**config.mk**
```make
export PLATFORM = sky130hd
export DESIGN_NAME = dual_issue_sched
export DESIGN_NICKNAME = d
export VERILOG_FILES = /design/src/rtl/sched_pkg.sv /design/src/rtl/sched_tq.sv /design/src/rtl/sched_intake.sv /design/src/rtl/sched_pick.sv /design/src/rtl/dual_issue_sched.sv
export SDC_FILE = /design/constraint.sdc
export NUM_CORES = 1
export LEC_CHECK = 0
export ABC_AREA = 1
export CELL_PAD_IN_SITES_DETAIL_PLACEMENT = 1
export CELL_PAD_IN_SITES_GLOBAL_PLACEMENT = 1
export CORE_MARGIN = 2
export CORE_UTILIZATION = 45
export DETAILED_ROUTE_END_ITERATION = 8
export DONT_BUFFER_PORTS = 1
export HOLD_SLACK_MARGIN = 0.03
export PLACE_DENSITY = 0.82
export SYNTH_ARGS = -nofsm -noshare
export SYNTH_HDL_FRONTEND = slang
export SYNTH_SLANG_ARGS = --single-unit
```
**constraint.sdc**
```tcl
create_clock -name clk -period 4.3 [get_ports clk]
set_input_delay 0.215 -clock clk [delete_from_list [all_inputs] [get_ports clk]]
set_output_delay 0.215 -clock clk [all_outputs]
set_load 0.01 [all_outputs]
```
**src/rtl/sched_pkg.sv**
```systemverilog
package sched_pkg;

   localparam int CLSW  = 3;
   localparam int NTHR  = 2;
   localparam int NPORT = 2;

   typedef enum logic [CLSW-1:0] {
      CLS_ALU = 3'd0,
      CLS_SHF = 3'd1,
      CLS_MEM = 3'd2,
      CLS_BIT = 3'd3,
      CLS_JMP = 3'd4,
      CLS_LEA = 3'd5,
      CLS_V64 = 3'd6,
      CLS_FAM = 3'd7
   } cls_e;

   function automatic logic fits_p0(input logic [CLSW-1:0] c);
      return (c == CLS_ALU) || (c == CLS_SHF) || (c == CLS_MEM) || (c == CLS_V64);
   endfunction

   function automatic logic fits_p1(input logic [CLSW-1:0] c);
      return (c == CLS_ALU) || (c == CLS_BIT) || (c == CLS_JMP) || (c == CLS_LEA);
   endfunction

   function automatic logic is_dual(input logic [CLSW-1:0] c);
      return c == CLS_FAM;
   endfunction

endpackage

```
**src/rtl/sched_tq.sv**
```systemverilog
module sched_tq #(
   parameter int DEPTH = 8,
   parameter int EW    = 11,
   localparam int AW   = $clog2(DEPTH),
   localparam int CW   = AW + 1
) (
   input  logic          clk,
   input  logic          rst,
   input  logic [1:0]    push_n,
   input  logic [EW-1:0] push_a,
   input  logic [EW-1:0] push_b,
   input  logic [1:0]    pop_n,
   output logic [EW-1:0] head,
   output logic [EW-1:0] nxt,
   output logic [CW-1:0] cnt
);

   logic [EW-1:0] mem [DEPTH];
   logic [AW-1:0] rd_q;
   logic [AW-1:0] wr_q;
   logic [CW-1:0] cnt_q;

   always_ff @(posedge clk) begin
      if (push_n != 2'd0) mem[wr_q] <= push_a;
      if (push_n == 2'd2) mem[wr_q + AW'(1)] <= push_b;
   end

   always_ff @(posedge clk) begin
      if (rst) begin
         rd_q  <= '0;
         wr_q  <= '0;
         cnt_q <= '0;
      end else begin
         wr_q  <= wr_q + AW'(push_n);
         rd_q  <= rd_q + AW'(pop_n);
         cnt_q <= cnt_q + CW'(push_n) - CW'(pop_n);
      end
   end

   assign head = mem[rd_q];
   assign nxt  = mem[rd_q + AW'(1)];
   assign cnt  = cnt_q;

endmodule

```
**src/rtl/sched_intake.sv**
```systemverilog
module sched_intake #(
   parameter int DEPTH = 8,
   parameter int OPW   = 8,
   localparam int EW   = OPW + sched_pkg::CLSW,
   localparam int CW   = $clog2(DEPTH) + 1
) (
   input  logic [1:0]       in_valid,
   input  logic [1:0]       in_tid,
   input  logic [5:0]       in_cls,
   input  logic [2*OPW-1:0] in_op,
   input  logic [CW-1:0]    cnt [2],
   output logic [1:0]       in_ready,
   output logic [1:0]       push_n [2],
   output logic [EW-1:0]    push_a [2],
   output logic [EW-1:0]    push_b [2]
);

   logic [EW-1:0] lane_e [2];
   logic          room0;
   logic          room1;
   logic [CW:0]   need1;
   logic [1:0]    acc;

   assign lane_e[0] = {in_cls[2:0], in_op[OPW-1:0]};
   assign lane_e[1] = {in_cls[5:3], in_op[2*OPW-1:OPW]};

   always_comb begin
      room0 = cnt[in_tid[0]] < CW'(DEPTH);
      need1 = {1'b0, cnt[in_tid[1]]}
              + (CW+1)'(in_valid[0] && room0 && (in_tid[0] == in_tid[1]));
      room1 = need1 < (CW+1)'(DEPTH);
   end

   assign in_ready = {room1, room0};
   assign acc      = in_valid & in_ready;

   for (genvar t = 0; t < 2; t++) begin : g_route
      always_comb begin
         push_n[t] = 2'd0;
         push_a[t] = lane_e[0];
         push_b[t] = lane_e[1];
         if (acc[0] && (in_tid[0] == 1'(t))) push_n[t] = 2'd1;
         if (acc[1] && (in_tid[1] == 1'(t))) begin
            if (push_n[t] == 2'd1) begin
               push_n[t] = 2'd2;
            end else begin
               push_n[t] = 2'd1;
               push_a[t] = lane_e[1];
            end
         end
      end
   end

endmodule

```
**src/rtl/sched_pick.sv**
```systemverilog
module sched_pick #(
   parameter int OPW  = 8,
   localparam int EW  = OPW + sched_pkg::CLSW
) (
   input  logic [EW-1:0] head [2],
   input  logic [EW-1:0] nxt  [2],
   input  logic [1:0]    has1,
   input  logic [1:0]    has2,
   input  logic [1:0]    thr_rdy,
   input  logic          rr,
   output logic [1:0]    pv,
   output logic [EW-1:0] pe [2],
   output logic [1:0]    pt,
   output logic [1:0]    pop_n [2],
   output logic          contend
);
   import sched_pkg::*;

   function automatic logic port_ok(input logic [EW-1:0] e, input logic p);
      logic [CLSW-1:0] c;
      c = e[EW-1 -: CLSW];
      if (is_dual(c)) return 1'b0;
      return p ? fits_p1(c) : fits_p0(c);
   endfunction

   logic [1:0]      elig;
   logic            f;
   logic            fv;
   logic            o;
   logic            p1st;
   logic            pfree;
   logic [CLSW-1:0] c1st;

   assign elig    = thr_rdy & has1;
   assign contend = elig[0] & elig[1];

   always_comb begin
      fv = 1'b1;
      f  = rr;
      if (!elig[rr]) begin
         f  = ~rr;
         fv = elig[~rr];
      end
      o     = ~f;
      c1st  = head[f][EW-1 -: CLSW];
      p1st  = fits_p1(c1st);
      pfree = ~p1st;

      pv       = 2'b00;
      pt       = 2'b00;
      pe[0]    = head[f];
      pe[1]    = head[f];
      pop_n[0] = 2'd0;
      pop_n[1] = 2'd0;

      if (fv) begin
         pop_n[f] = 2'd1;
         if (is_dual(c1st)) begin
            pv = 2'b11;
            pt = {f, f};
         end else begin
            pv[p1st] = 1'b1;
            pt[p1st] = f;
            pe[p1st] = head[f];
            if (elig[o] && port_ok(head[o], pfree)) begin
               pv[pfree] = 1'b1;
               pt[pfree] = o;
               pe[pfree] = head[o];
               pop_n[o]  = 2'd1;
            end else if (has2[f] && port_ok(nxt[f], pfree)) begin
               pv[pfree] = 1'b1;
               pt[pfree] = f;
               pe[pfree] = nxt[f];
               pop_n[f]  = 2'd2;
            end
         end
      end
   end

endmodule

```
**src/rtl/dual_issue_sched.sv**
```systemverilog
module dual_issue_sched #(
   parameter int DEPTH = 8,
   parameter int OPW   = 8
) (
   input  logic             clk,
   input  logic             rst,
   input  logic [1:0]       in_valid,
   input  logic [1:0]       in_tid,
   input  logic [5:0]       in_cls,
   input  logic [2*OPW-1:0] in_op,
   output logic [1:0]       in_ready,
   input  logic [1:0]       thr_rdy,
   output logic             p0_valid,
   output logic             p0_tid,
   output logic [2:0]       p0_cls,
   output logic [OPW-1:0]   p0_op,
   output logic             p1_valid,
   output logic             p1_tid,
   output logic [2:0]       p1_cls,
   output logic [OPW-1:0]   p1_op
);
   import sched_pkg::*;

   localparam int EW = OPW + CLSW;
   localparam int CW = $clog2(DEPTH) + 1;

   if (DEPTH < 2 || (DEPTH & (DEPTH - 1)) != 0) begin : g_bad_depth
      $error("dual_issue_sched: DEPTH must be a power of two of at least 2");
   end
   if (OPW < 1) begin : g_bad_opw
      $error("dual_issue_sched: OPW must be at least 1");
   end

   logic [CW-1:0] cnt    [NTHR];
   logic [EW-1:0] head   [NTHR];
   logic [EW-1:0] nxt    [NTHR];
   logic [1:0]    push_n [NTHR];
   logic [EW-1:0] push_a [NTHR];
   logic [EW-1:0] push_b [NTHR];
   logic [1:0]    pop_n  [NTHR];
   logic [1:0]    has1;
   logic [1:0]    has2;
   logic [1:0]    pv;
   logic [1:0]    pt;
   logic [EW-1:0] pe     [NPORT];
   logic          contend;
   logic          rr_q;

   sched_intake #(.DEPTH(DEPTH), .OPW(OPW)) u_intake (
      .in_valid (in_valid),
      .in_tid   (in_tid),
      .in_cls   (in_cls),
      .in_op    (in_op),
      .cnt      (cnt),
      .in_ready (in_ready),
      .push_n   (push_n),
      .push_a   (push_a),
      .push_b   (push_b)
   );

   for (genvar t = 0; t < NTHR; t++) begin : g_thr
      sched_tq #(.DEPTH(DEPTH), .EW(EW)) u_tq (
         .clk    (clk),
         .rst    (rst),
         .push_n (push_n[t]),
         .push_a (push_a[t]),
         .push_b (push_b[t]),
         .pop_n  (pop_n[t]),
         .head   (head[t]),
         .nxt    (nxt[t]),
         .cnt    (cnt[t])
      );
      assign has1[t] = cnt[t] != '0;
      assign has2[t] = cnt[t] > CW'(1);
   end

   sched_pick #(.OPW(OPW)) u_pick (
      .head    (head),
      .nxt     (nxt),
      .has1    (has1),
      .has2    (has2),
      .thr_rdy (thr_rdy),
      .rr      (rr_q),
      .pv      (pv),
      .pe      (pe),
      .pt      (pt),
      .pop_n   (pop_n),
      .contend (contend)
   );

   always_ff @(posedge clk) begin
      if (rst)          rr_q <= 1'b0;
      else if (contend) rr_q <= ~rr_q;
   end

   assign p0_valid = pv[0];
   assign p0_tid   = pt[0];
   assign p0_cls   = pe[0][EW-1 -: CLSW];
   assign p0_op    = pe[0][OPW-1:0];
   assign p1_valid = pv[1];
   assign p1_tid   = pt[1];
   assign p1_cls   = pe[1][EW-1 -: CLSW];
   assign p1_op    = pe[1][OPW-1:0];

endmodule

```
==> results of run 1 <==
[cell type report]
class,instances,share of cell area (%)
inverters,217,5.548
repair inverters,1,0.03337
multi-input cells,1443,46.40
flip-flops and latches,197,38.07
clock buffers,20,2.912
well taps,396,3.304
repair buffers,60,3.095
clock inverters,12,0.6424
[logic make-up (layout without fill, tap and decap cells)]
| family | count (synthesis) | after routing | share of synthesized area, % |
|---|---|---|---|
| xor+xnor | 8 | 8 | 0.4974 |
| flops | 197 | 197 | 40.51 |
| fa+ha+maj | 34 | 34 | 3.447 |
| compound gates | 587 | 587 | 21.60 |
| buf+inv | 352 | 310 | 10.42 |
| simple gates | 814 | 814 | 23.53 |
[worst register-to-register path, stage by stage, from the launching register on]
cell and delay, ns:
dfxtp_2 0.39, ha_2 0.48, inv_4 0.15, a21oi_1 0.15, o21ai_1 0.08, nand3_1 0.09, nand3_1 0.08, nand2_1 0.13
inv_1 0.08, o21ai_1 0.23, nand2_4 0.13, nand3_4 0.12, buf_4 0.25, o21ai_0 0.13, o22ai_2 0.21, ha_1 0.28
inv_1 0.06, ha_1 0.17, inv_1 0.06, fa_1 0.38, xor2_1 0.16, nor2_1 0.05
[sequential cells by signal (all words and copies together) (netlist names)]
signal,count
rr_q,1
g_thr.u_tq.mem,176
g_thr.u_tq.wr_q,6
g_thr.u_tq.cnt,8
g_thr.u_tq.rd_q,6
[power breakdown]
group          internal (mW)  leakage [nW]  switching [mW]
registers               2.33          1.77           0.124
clock network          0.750         0.242           0.798
logic                   2.35          4.56            5.65
total                   5.44          6.58            6.57
[synthesized netlist by cell type]
cell type  count  area, µm²
a211oi_1       1      7.510
a21o_1         1      7.510
a21oi_1      100      500.5
a31oi_1       24      150.1
a41oi_1        1      8.760
buf_1          6      22.52
buf_2         31      155.2
buf_4         10      75.07
buf_6          9      101.4
clkbuf_1      79      296.5
dfxtp_1       21      420.4
edfxtp_1     176       5285
fa_1           8      160.2
ha_1          26      325.3
inv_1        206      773.2
inv_2         10      37.54
inv_4          1      6.260
nand2_1      554       2079
nand2_2        6      37.54
nand2_4        1      11.26
nand3_1      100      500.5
nand3_2        2      20.02
nand3_4        3      52.55
nand4_1       12      75.07
nor2_1       127      476.7
nor3_1         3      15.01
nor3b_1        2      15.01
nor4_1         1      6.260
nor4_2         1      12.51
o2111ai_1      1      8.760
o211ai_1      12      90.09
o21a_1         1      7.510
o21ai_0      383       1917
o21ai_1       48      240.2
o21ai_2        3      26.28
o22a_1         1      8.760
o22ai_1       11      68.82
or2_2          2      12.51
xnor2_1        4      35.03
xor2_1         4      35.03
[worst paths after layout]
kind | endpoint | startpoint | cells after the start | slack, ns
max | g_thr[0].u_tq.cnt[2] | g_thr[1].u_tq.rd_q[1] | 21 | 0.29
min | rr_q | thr_rdy[1] | 3 | 0.10
max reg2reg | g_thr[0].u_tq.cnt[2] | g_thr[1].u_tq.rd_q[1] | 21 | 0.29
min reg2reg | g_thr[0].u_tq.wr_q[2] | g_thr[0].u_tq.wr_q[2] | 2 | 0.61
[per-layer routing]
layer	wire length [µm]	part of all wire [%]
met2	23610	46
met1	22800	44
met3	4080	7.9
met5	0	0
met4	1185	2.3
[through the flow]
stage / hold slack [ns] / cell area [µm²] / worst slack, ns / util (%)
final: 0.1028 / 15000 / 0.2874 / 48.90
after global routing: 0.1635 / 15000 / -0.005318 / 48.90
after CTS: 0.05327 / 14900 / 0.01138 / 48.59
after detailed placement: 0.2865 / 14360 / 0.1135 / 46.82
after global placement: 0.2855 / 14360 / 0.3300 / 46.82
after floorplan: 0.2911 / 14080 / 0.4953 / -
[timing repair]
action / 4_1_cts / 5_1_grt
gates resized for setup: 0 / 22
setup buffers: 0 / 2
endpoints found under the setup margin: 0 / 5
endpoints found under the hold margin: 21 / 0
hold buffers: 1 / 0
==> reports/results.ini, run 1 <==
[floorplan]
die_area_um2=32730
initial_core_util_pct=45.92
rows=64
fp.dieW_um=180.9
die_h_um=180.9
io_pins=58
core_area_um2=30670

[global_route]
grt_pass1_vias=13708
grt_use_met3_pct=4.435
grt_pass1_wl_um=79540
grt_start_max_net_pins=66
top_usage_layer=met2
grt-ovfl-total=0
use_met2_pct=49.08
gr-usage-all-layers_pct=31.18
antenna_found_initial=0
met1_usage_pct=44.50

[cts]
clk_path_buf_depth=2
clk_pin_slew_ns=0.09
tritoncts=yes
clock_latency_ns=0.47
htreeDepth=4
cts_made_buffers=17
cts_root_buf=clkbuf_16
clock-sinks=197

[logic_synthesis]
synth_cells=1992
syn-cell-area_um2=14080
post_synth_num_cell_types=40
ys_seq_area_share_pct=40.51
synth_fp_nets=2056
synth_seq_cells=197
avgSynthCellArea_um2=7.071
ys_warn_count=0

[worst_setup_path]
cp-end-kind=flip-flop
arrival_ns=4.31
startpoint_type=flip-flop
cpMaxStageDelayCell=ha_2
crit_path_max_incr_delay_ns=0.48
path_cells=ha_2 > inv_4 > a21oi_1 > o21ai_1 > nand3_1 > nand3_1 > nand2_1 > inv_1 > o21ai_1 > nand2_4 > nand3_4 > buf_4 > o21ai_0 > o22ai_2 > ha_1 > inv_1 > ha_1 > inv_1 > fa_1 > xor2_1 > nor2_1
path_class=flip-flop to flip-flop
path_max_fanout=21
critPathBufInv=5
crit_family=adder cells
cp_common_cell=inv_1
required_ns=4.60

[sta]
drv_slew=0
fin_skew_ns=0.02377
slew_headroom_pct=22.67
layout_min_cycle_time_ns=4.013
timing.final.crit_share_pct=93.32
setup_viol=0
fmax_ghz=0.2492
fin_tns_setup_ns=0
hold_viol=0
tightest_slew_ns=1.156

[job]
max_cap_violations=0

[final_layout]
antenna_cells=0
fillers=3938
drive_gt1_share_pct=6.615
multi_input_comb_area_um2=6958
final_cell_mix=nand2_1 (552), o21ai_0 (383), inv_1 (204)
seq_area_um2=5709
finalNetCount=2001
syn2layout_area_growth_pct=6.476
final_cells=2346
final_common_cell=nand2_1

[power_and_ir_drop]
power.total_mw=12.01
power_density_nw_per_um2=800.7
irDropWorstVdd_uv=376.7
p_leak_nw=6.577

[detailed_routing]
viasPerCell=6.015
firstDrtPassIters=7
postRouteAntennaNets=0
drtIter0Drc=1769
wl_per_cell_um=22.03
wirelength_um=51680
drc=0
dr_total_vias=14112

[placed_design]
place.gp.congestion=0.9665
dp_cells=2310
portBuffers=0
dp_hpwl_um=37390

[worst_hold_path]
hold_path_class=primary input to flip-flop

[outcome]
outcome=complete, no violations

Power figures use the tool's default switching activity.
==> run 2: changes to the inputs <==
--- a/config.mk
+++ b/config.mk
@@ -6,6 +6,7 @@
 export NUM_CORES = 1
 export LEC_CHECK = 0
 export ABC_AREA = 1
+export CAP_MARGIN = 40
 export CELL_PAD_IN_SITES_DETAIL_PLACEMENT = 1
 export CELL_PAD_IN_SITES_GLOBAL_PLACEMENT = 1
 export CORE_MARGIN = 2
==> constraint.sdc (replaced) <==
create_clock -name clk -period 4.23 [get_ports clk]
set_input_delay 0.2115 -clock clk [delete_from_list [all_inputs] [get_ports clk]]
set_output_delay 0.2115 -clock clk [all_outputs]
set_load 0.01 [all_outputs]
==> reports/results.ini, run 2 (same netlist as run 1, synthesis figures left out) <==
[detailed_routing]
wirelength_um=51380  ; -0.58%
postRouteAntennaNets=0  ; unchanged
wl_per_cell_um=21.68  ; -1.6%
route.met3.wl_um=4529  ; +11%
drtIter0Drc=1420  ; -20%
highest_layer=met4
dr_total_vias=14052  ; -0.43%
wl_met1_um=22170  ; -2.8%
wl_met2_um=23070  ; -2.3%
viasPerCell=5.929  ; -1.4%
firstDrtPassIters=5  ; -2
drc=0  ; unchanged

[global_route]
grt_start_max_net_pins=66  ; unchanged
gr-usage-all-layers_pct=30.98  ; -0.20 points
antenna_found_initial=0  ; unchanged
grt-ovfl-total=0  ; unchanged
grt_pass1_wl_um=78720  ; -1.0%
grt_pass1_vias=13833  ; +0.91%

[sta]
timing.final.crit_share_pct=93.19  ; -0.13 points
drv_slew=0  ; unchanged
setup_viol=0  ; unchanged
fmax_ghz=0.2537  ; +1.8%
layout_min_cycle_time_ns=3.942  ; -0.07082 ns
hold_viol=0  ; unchanged
fin_skew_ns=0.009497  ; -0.01427 ns
tightest_slew_ns=0.8784  ; -0.2778 ns
fin_tns_setup_ns=0  ; unchanged
slew_headroom_pct=41.30  ; +19 points
whs_ns=0.3014  ; +0.1986 ns

[final_layout]
fillers=3966  ; +0.71%
multi_input_comb_area_um2=6972  ; +0.20%
final_common_cell=nand2_1
syn2layout_area_growth_pct=8.279
antenna_cells=0  ; unchanged
seq_area_um2=5709  ; unchanged
top_register=g_thr.u_tq.mem
drive_gt1_share_pct=7.548  ; +0.93 points
final_cell_mix=nand2_1 (551), o21ai_0 (382), inv_1 (204)
largest_reg_flops=176  ; unchanged
finalNetCount=2025  ; +1.2%

[worst_setup_path]
cp_common_cell=nand2_1
regToRegSetupSlack_ns=0.29  ; about the same
required_ns=4.56  ; -0.04 ns
startpoint_type=flip-flop
rr_startpoint=g_thr[1].u_tq.cnt[2]
cp-end-kind=flip-flop
crit_path_max_incr_delay_ns=0.54  ; +0.06 ns
path_cells=inv_1 > ha_1 > nand3_2 > nand2_1 > nand2_1 > nand2_4 > buf_4 > o21ai_2 > nor2_2 > a21oi_1 > nand3_2 > nand3_4 > nand2_2 > nor4_2 > fa_1 > inv_1 > ha_1 > nand2_1 > nor2_1 > a211oi_1 > nand2_1 > nor3b_1
crit_family=simple AND/OR/NAND/NOR gates
arrival_ns=4.27  ; -0.04 ns
path_class=flip-flop to flip-flop
path_max_fanout=8  ; -62%
cpMaxStageDelayCell=fa_1
critPathBufInv=3  ; -2
critPathLaunch=g_thr[1].u_tq.cnt[2]

[floorplan]
fp.dieW_um=180.9  ; unchanged
io_pins=58  ; unchanged
initial_core_util_pct=45.92  ; unchanged
die_area_um2=32730  ; unchanged
die_h_um=180.9  ; unchanged
core_area_um2=30670  ; unchanged
rows=64  ; unchanged

[power_and_ir_drop]
power_density_nw_per_um2=818.9  ; +2.3%
irDropWorstVdd_uv=410.4  ; +8.9%
power.total_mw=12.49  ; +4.0%
p_leak_nw=6.753  ; +2.7%

[placed_design]
portBuffers=0  ; unchanged
dp_hpwl_um=36410  ; -2.6%
place.gp.congestion=0.9097  ; -5.9%

[cts]
tritoncts=yes
clock-sinks=197  ; unchanged
cts_made_buffers=17  ; unchanged
clk_pin_slew_ns=0.08  ; about the same
cts_root_buf=clkbuf_16
clk_path_buf_depth=2  ; unchanged
clock_latency_ns=0.46  ; about the same
htreeDepth=4  ; unchanged

[worst_hold_path]
worstHoldStart=in_op[7]
hold_path_class=primary input to flip-flop

[job]
max_cap_violations=0  ; unchanged

[outcome]
outcome=complete, no violations

-- run 2: layout make-up --
type / instances / area share [%]
repair buffers: 85 / 4.488
clock inverters: 15 / 0.9107
multi-input cells: 1443 / 45.71
flip-flops and latches: 197 / 37.44
clock buffers: 17 / 2.789
inverters: 217 / 5.415
well taps: 396 / 3.249
-- run 2: metal layers --
metal / track usage (%) / vias up
met3: 5.846 / 91
met4: 11.06 / 0
met2: 48.23 / 605
li1: - / 6581
met1: 43.11 / 6775
met5: 0 / -
-- run 2: power breakdown --
part           internal (mW)  switching, mW
combinational           2.61           5.75
sequential              2.37          0.122
clock                  0.783          0.850
-- run 2: through the flow --
step           instance area (µm²)  utilization (%)  instances  worst slack [ns]
2_1_floorplan                14080                -       1992            0.4253
3_3_place_gp                 14410            46.99       2317            0.2207
3_5_place_dp                 14420            47.02       2318          0.008595
4_1_cts                      15090            49.20       2360          0.001582
5_1_grt                      15250            49.73       2370          -0.01904
6_report                     15250            49.73       2370            0.2882
-- run 2: worst reg2reg max path: stages, from the launching register on --
cell and delay, ns:
dfxtp_1 0.34, inv_1 0.08, ha_1 0.24, nand3_2 0.10, nand2_1 0.09, nand2_1 0.12, nand2_4 0.10, buf_4 0.18
o21ai_2 0.26, nor2_2 0.10, a21oi_1 0.17, nand3_2 0.14, nand3_4 0.10, nand2_2 0.09, nor4_2 0.32, fa_1 0.54
inv_1 0.09, ha_1 0.22, nand2_1 0.06, nor2_1 0.04, a211oi_1 0.23, nand2_1 0.08, nor3b_1 0.14
-- run 2: worst paths after layout --
path | to | cells after the start
max | g_thr[1].u_tq.cnt[3] | 22
min | g_thr[1].u_tq.mem[2][7] | 5
max reg2reg | g_thr[1].u_tq.cnt[3] | 22
min reg2reg | g_thr[1].u_tq.rd_q[2] | 2
-- run 2: timing repair --
| item | in CTS | in global routing |
|---|---|---|
| hold buffers | 10 | 2 |
| hold endpoints to repair | 21 | 11 |
| setup buffers | 0 | 8 |
| resized for setup | 1 | 22 |
| setup endpoints to repair | 1 | 9 |
| pin swaps | 0 | 5 |
